`config.mk`:
```
export PLATFORM = sky130hd
export DESIGN_NAME = opcoll_unit
export DESIGN_NICKNAME = d
export VERILOG_FILES = /design/src/rtl/opcoll_pkg.sv /design/src/rtl/opcoll_slot.sv /design/src/rtl/opcoll_ctrl.sv /design/src/rtl/opcoll_unit.sv
export SDC_FILE = /design/constraint.sdc
export NUM_CORES = 1
export LEC_CHECK = 0
export BUFFER_PORTS_ARGS = -buffer_cell sky130_fd_sc_hd__buf_2
export CAP_MARGIN = 20
export CORE_AREA = 2 2 182 184
export CTS_BUF_LIST = sky130_fd_sc_hd__clkbuf_4 sky130_fd_sc_hd__clkbuf_8
export DETAILED_ROUTE_END_ITERATION = 6
export DIE_AREA = 0 0 184 186
export SYNTH_ARGS = -nofsm -noshare
export SYNTH_HDL_FRONTEND = slang
export SYNTH_SLANG_ARGS = --single-unit
```
`constraint.sdc`:
```
create_clock -name clk -period 2.4 [get_ports clk]
set_input_delay 0.12 -clock clk [delete_from_list [all_inputs] [get_ports clk]]
set_output_delay 0.12 -clock clk [all_outputs]
set_load 0.02 [all_outputs]
```
`src/rtl/opcoll_pkg.sv`:
```
package opcoll_pkg;

  typedef enum logic [1:0] {
    SUB_NONE = 2'd0,
    SUB_ZERO = 2'd1,
    SUB_IMM  = 2'd2
  } subst_e;

  // Which bypass path, if any, a given operand slot owns.
  function automatic subst_e slot_kind(input int idx, input bit has_subst);
    if (!has_subst) return SUB_NONE;
    if (idx == 0) return SUB_ZERO;
    if (idx == 1) return SUB_IMM;
    return SUB_NONE;
  endfunction

endpackage

```
`src/rtl/opcoll_slot.sv`:
```
module opcoll_slot #(
  parameter int W = 64
) (
  input  logic         clk,
  input  logic         rst,
  input  logic         issue_i,
  input  logic         sub_flag_i,
  input  logic [W-1:0] sub_val_i,
  input  logic         release_i,
  input  logic         gnt_i,
  input  logic [W-1:0] data_i,
  output logic         req_o,
  output logic         ready_o,
  output logic [W-1:0] opnd_o
);

  logic         req_q;
  logic         ready_q;
  logic [W-1:0] data_q;

  always_ff @(posedge clk) begin
    if (rst) begin
      req_q   <= 1'b0;
      ready_q <= 1'b0;
      data_q  <= '0;
    end else if (issue_i) begin
      if (sub_flag_i) begin
        // Bypass: value is known now, no register read is requested.
        data_q  <= sub_val_i;
        ready_q <= 1'b1;
        req_q   <= 1'b0;
      end else begin
        ready_q <= 1'b0;
        req_q   <= 1'b1;
      end
    end else if (release_i) begin
      ready_q <= 1'b0;
      req_q   <= 1'b0;
    end else if (req_q && gnt_i) begin
      data_q  <= data_i;
      ready_q <= 1'b1;
      req_q   <= 1'b0;
    end
  end

  assign req_o   = req_q;
  assign ready_o = ready_q;
  assign opnd_o  = data_q;

endmodule

```
`src/rtl/opcoll_ctrl.sv`:
```
module opcoll_ctrl #(
  parameter int NSRC = 3
) (
  input  logic            clk,
  input  logic            rst,
  input  logic            iss_valid_i,
  input  logic [NSRC-1:0] slot_ready_i,
  input  logic            alu_ready_i,
  output logic            iss_ready_o,
  output logic            accept_o,
  output logic            release_o,
  output logic            busy_o,
  output logic            alu_valid_o
);

  logic busy_q;
  logic all_ready;

  assign all_ready   = &slot_ready_i;
  assign iss_ready_o = !busy_q;
  assign accept_o    = iss_valid_i && !busy_q;
  assign alu_valid_o = busy_q && all_ready;
  assign release_o   = alu_valid_o && alu_ready_i;

  always_ff @(posedge clk) begin
    if (rst)            busy_q <= 1'b0;
    else if (accept_o)  busy_q <= 1'b1;
    else if (release_o) busy_q <= 1'b0;
  end

  assign busy_o = busy_q;

endmodule

```
`src/rtl/opcoll_unit.sv`:
```
module opcoll_unit
  import opcoll_pkg::*;
#(
  parameter int NSRC      = 3,
  parameter int W         = 64,
  parameter bit HAS_SUBST = 1'b1
) (
  input  logic              clk,
  input  logic              rst,
  input  logic              iss_valid_i,
  output logic              iss_ready_o,
  input  logic              iss_zero_a_i,
  input  logic              iss_imm_ok_i,
  input  logic [W-1:0]      iss_imm_i,
  output logic              busy_o,
  output logic [NSRC-1:0]   rd_req_o,
  input  logic [NSRC-1:0]   rd_gnt_i,
  input  logic [NSRC*W-1:0] rd_data_i,
  output logic              alu_valid_o,
  input  logic              alu_ready_i,
  output logic [NSRC*W-1:0] alu_src_o
);

  localparam int BUS_W = NSRC * W;

  logic            accept;
  logic            release_set;
  logic [NSRC-1:0] slot_ready;
  logic [NSRC-1:0] sub_flag;
  logic [BUS_W-1:0] sub_val;

  opcoll_ctrl #(.NSRC(NSRC)) u_ctrl (
    .clk          (clk),
    .rst          (rst),
    .iss_valid_i  (iss_valid_i),
    .slot_ready_i (slot_ready),
    .alu_ready_i  (alu_ready_i),
    .iss_ready_o  (iss_ready_o),
    .accept_o     (accept),
    .release_o    (release_set),
    .busy_o       (busy_o),
    .alu_valid_o  (alu_valid_o)
  );

  for (genvar gi = 0; gi < NSRC; gi++) begin : g_slot
    localparam subst_e KIND = slot_kind(gi, HAS_SUBST);

    if (KIND == SUB_ZERO) begin : g_zero
      assign sub_flag[gi]          = iss_zero_a_i;
      assign sub_val[gi*W +: W]    = '0;
    end else if (KIND == SUB_IMM) begin : g_imm
      assign sub_flag[gi]          = iss_imm_ok_i;
      assign sub_val[gi*W +: W]    = iss_imm_i;
    end else begin : g_none
      assign sub_flag[gi]          = 1'b0;
      assign sub_val[gi*W +: W]    = '0;
    end

    opcoll_slot #(.W(W)) u_slot (
      .clk        (clk),
      .rst        (rst),
      .issue_i    (accept),
      .sub_flag_i (sub_flag[gi]),
      .sub_val_i  (sub_val[gi*W +: W]),
      .release_i  (release_set),
      .gnt_i      (rd_gnt_i[gi]),
      .data_i     (rd_data_i[gi*W +: W]),
      .req_o      (rd_req_o[gi]),
      .ready_o    (slot_ready[gi]),
      .opnd_o     (alu_src_o[gi*W +: W])
    );
  end

endmodule

```
==> run summary <==
crit path time final = 2.29 ns
Post-DP HPWL = 18200 um
port bufs = 462
Worst IR Drop VDD = 0.000304 V
Final WS setup = 0.111 ns
Leak = 6.00 nW
fmax = 437 MHz
MaxCap Viol Count = 0
vias in the first global route = 8826
WP buf/inv = 3
Seq/Total Area, Yosys = 54.4%
pwr/cell area = 546 nW/um^2
DR DRC count = 0
Setup WS pre-CTS = 0.453 ns
Layout area overhead = 78.8%
layout cell share with drive strength beyond 1 = 34.1%
Yosys warnings = 0
Syn Area/Cell = 8.82 um^2
Initial Util = 22.7%
CTS Sinks = 199
Worst Skew = 0.0191 ns
die width = 184 um
Clock Path Buffers = 2
Min Hold Slack = 0.0751 ns
Tot GR Track Use = 16.9%
H-tree depth = 4
GPL Wtd Cong = 0.784
period utilization = 95.4%
Final #Nets = 1774
Post-Synthesis Cell Area = 7320 um^2
final instance area = 13100 um^2
post-synthesis cell type count = 27
clock transition at the registers of the reported paths = 0.11 ns
row count = 66
Hold Fails Final Rpt = 0
drt first pass iters = 5
core box area = 32200 um^2
worst relative slew slack = 53.6%
DR vias/cell = 4.71
CP top delay family = buffers and inverters
slowest cell delay on critical path = 0.59 ns
Net Count, Synth = 1095
Die Y = 186 um
Critical Path Start Type = flop
CP Max Fanout = 28
Worst Path Arrival = 2.68 ns
Crit-path slowest cell = dlygate4sd3_1
fin. max-slew vios = 0
count of final setup violators = 0
worst-skew pair later-pin latency = 0.49 ns
Syn Inst Count = 830
total grt overflow = 0
Placement Cell Area = 9990 um^2
status = completed
DR WL/cell = 16.2 um
CP cell instances = and4_2 -> nand2_2 -> buf_6 -> buf_16 -> a21oi_1 -> a311oi_1 -> dlygate4sd3_1
CTS Buf Count = 17
setup TNS = 0 ns
antenna violations before repair = 1
Least-Margin Pin Slew = 0.696 ns
Synth Register Bits = 199
Setup CP Type = reg -> reg
CTS Root Cell = clkbuf_8
Vias = 9096
Critical Path RT = 2.79 ns
worst min-delay path class = in -> reg
Die ar. = 34200 um^2
setup bufs post-CTS = 0
largest net degree at the start of global routing = 130
CTS tree = done
first-pass GRT wire length = 45600 um
final wirelength = 31200 um
DRT antenna net count = 0
Top-Level Pins = 463
initial DRC count = 393
Crit. End Element = flop
Fillers = 3036
## state kept, by name, indices dropped and copies added (netlist names)
| name | cells |
|---|---|
| g_slot.u_slot.opnd_o | 192 |
| g_slot.u_slot.ready_o | 3 |
| g_slot.u_slot.req_o | 3 |
| u_ctrl.busy_o | 1 |
## report_power, final
part	switching [mW]	internal [mW]	total [mW]
Sequential	0.0767	3.44	3.51
Combinational	0.706	0.696	1.40
Clock	1.35	0.887	2.24
## layout by cell type, fill, tap and decap left out, types with 2 or more instances in the layout
cell	Yosys	layout
buf_2	16	461
dlygate4sd3_1	0	265
nand2_1	260	259
dfxtp_1	199	199
a21oi_1	134	133
a311oi_1	64	64
a22o_1	64	64
clkbuf_8	0	17
nor2_1	6	6
buf_12	0	6
buf_4	3	5
inv_6	0	4
inv_8	0	3
inv_1	2	2
nand3b_1	2	2
o21ai_1	3	2
nor3_1	2	2
nor3b_1	2	2
clkinv_4	0	2
clkinvlp_4	0	2
clkinv_8	0	2
## cell families (layout without fill, tap and decap cells)
logic type | count (synthesis) | after routing | synth area share, %
compound gates | 268 | 268 | 25.1
simple gates | 280 | 280 | 15.1
buf+inv | 83 | 775 | 5.40
other cells | 0 | 1 | 0
flops | 199 | 199 | 54.4
## routing by layer
layer	vias to the layer above	global-route usage, %	wire [um]
li1	4285	-	-
met2	520	28.5	15200
met4	0	8.74	1120
met1	4202	19.1	12200
met3	89	5.52	2630
met5	-	0	0
## worst paths after layout
path | from | endpoint | slack, ns | cells after the start
setup reg to reg | u_ctrl.busy_o | g_slot[1].u_slot.opnd_o[58] | 0.11 | 7
setup / recovery | u_ctrl.busy_o | g_slot[1].u_slot.opnd_o[58] | 0.11 | 7
hold reg to reg | g_slot[2].u_slot.opnd_o[25] | g_slot[2].u_slot.opnd_o[25] | 0.45 | 2
hold / removal | alu_ready_i | g_slot[2].u_slot.ready_o | 0.08 | 3
## Yosys cell counts, drive strengths merged
master	instances	area (um^2)
nor4	2	27.5
and2	2	15.0
nor3b	2	15.0
nor2b	1	6.26
nand3b	2	15.0
nand2	260	976
o21ai	3	15.0
a2111oi	1	8.76
a211o	1	8.76
dfxtp	199	3980
a311oi	64	561
clkbuf	49	184
nor2	6	22.5
a211oi	1	12.5
nand2b	1	6.26
nor3	2	10.0
and4	1	8.76
a22o	64	561
a21oi	134	671
buf	32	204
and3	1	6.26
inv	2	7.51
## worst reg2reg max path: cells and delay by family, from the launching register on
kind | cells | cell delay, ns
AND/OR/NAND/NOR | 2 | 0.45
AO/OA/AOI/OAI | 2 | 0.31
buffers and inverters | 3 | 0.95
flip-flops | 1 | 0.49
## through the flow
step / total power, mW / utilization (%) / cells
6_report: 7.15 / 40.7 / 1931
5_1_grt: 7.50 / 40.7 / 1931
4_1_cts: 7.22 / 40.5 / 1929
3_5_place_dp: 4.61 / 31.0 / 1632
3_3_place_gp: 4.60 / 31.0 / 1632
2_1_floorplan: 4.13 / - / 830
## area by class of cell
type,count,area [um^2],share of cell area [%]
multi-input combinational,548,2990,22.8
clock buffer,18,241,1.84
tap,408,510,3.90
timing repair buffer,741,5200,39.7
inverter,2,7.51,0.0573
sequential,199,3980,30.4
antenna,1,2.50,0.0191
clock inverter,14,164,1.25
## repair_timing
item,in CTS,in global routing
resized for setup,0,6
setup endpoints to repair,0,5
endpoints found under the hold margin,199,0
hold buffers,265,0
Note: power is estimated with default switching activity, not from simulation.
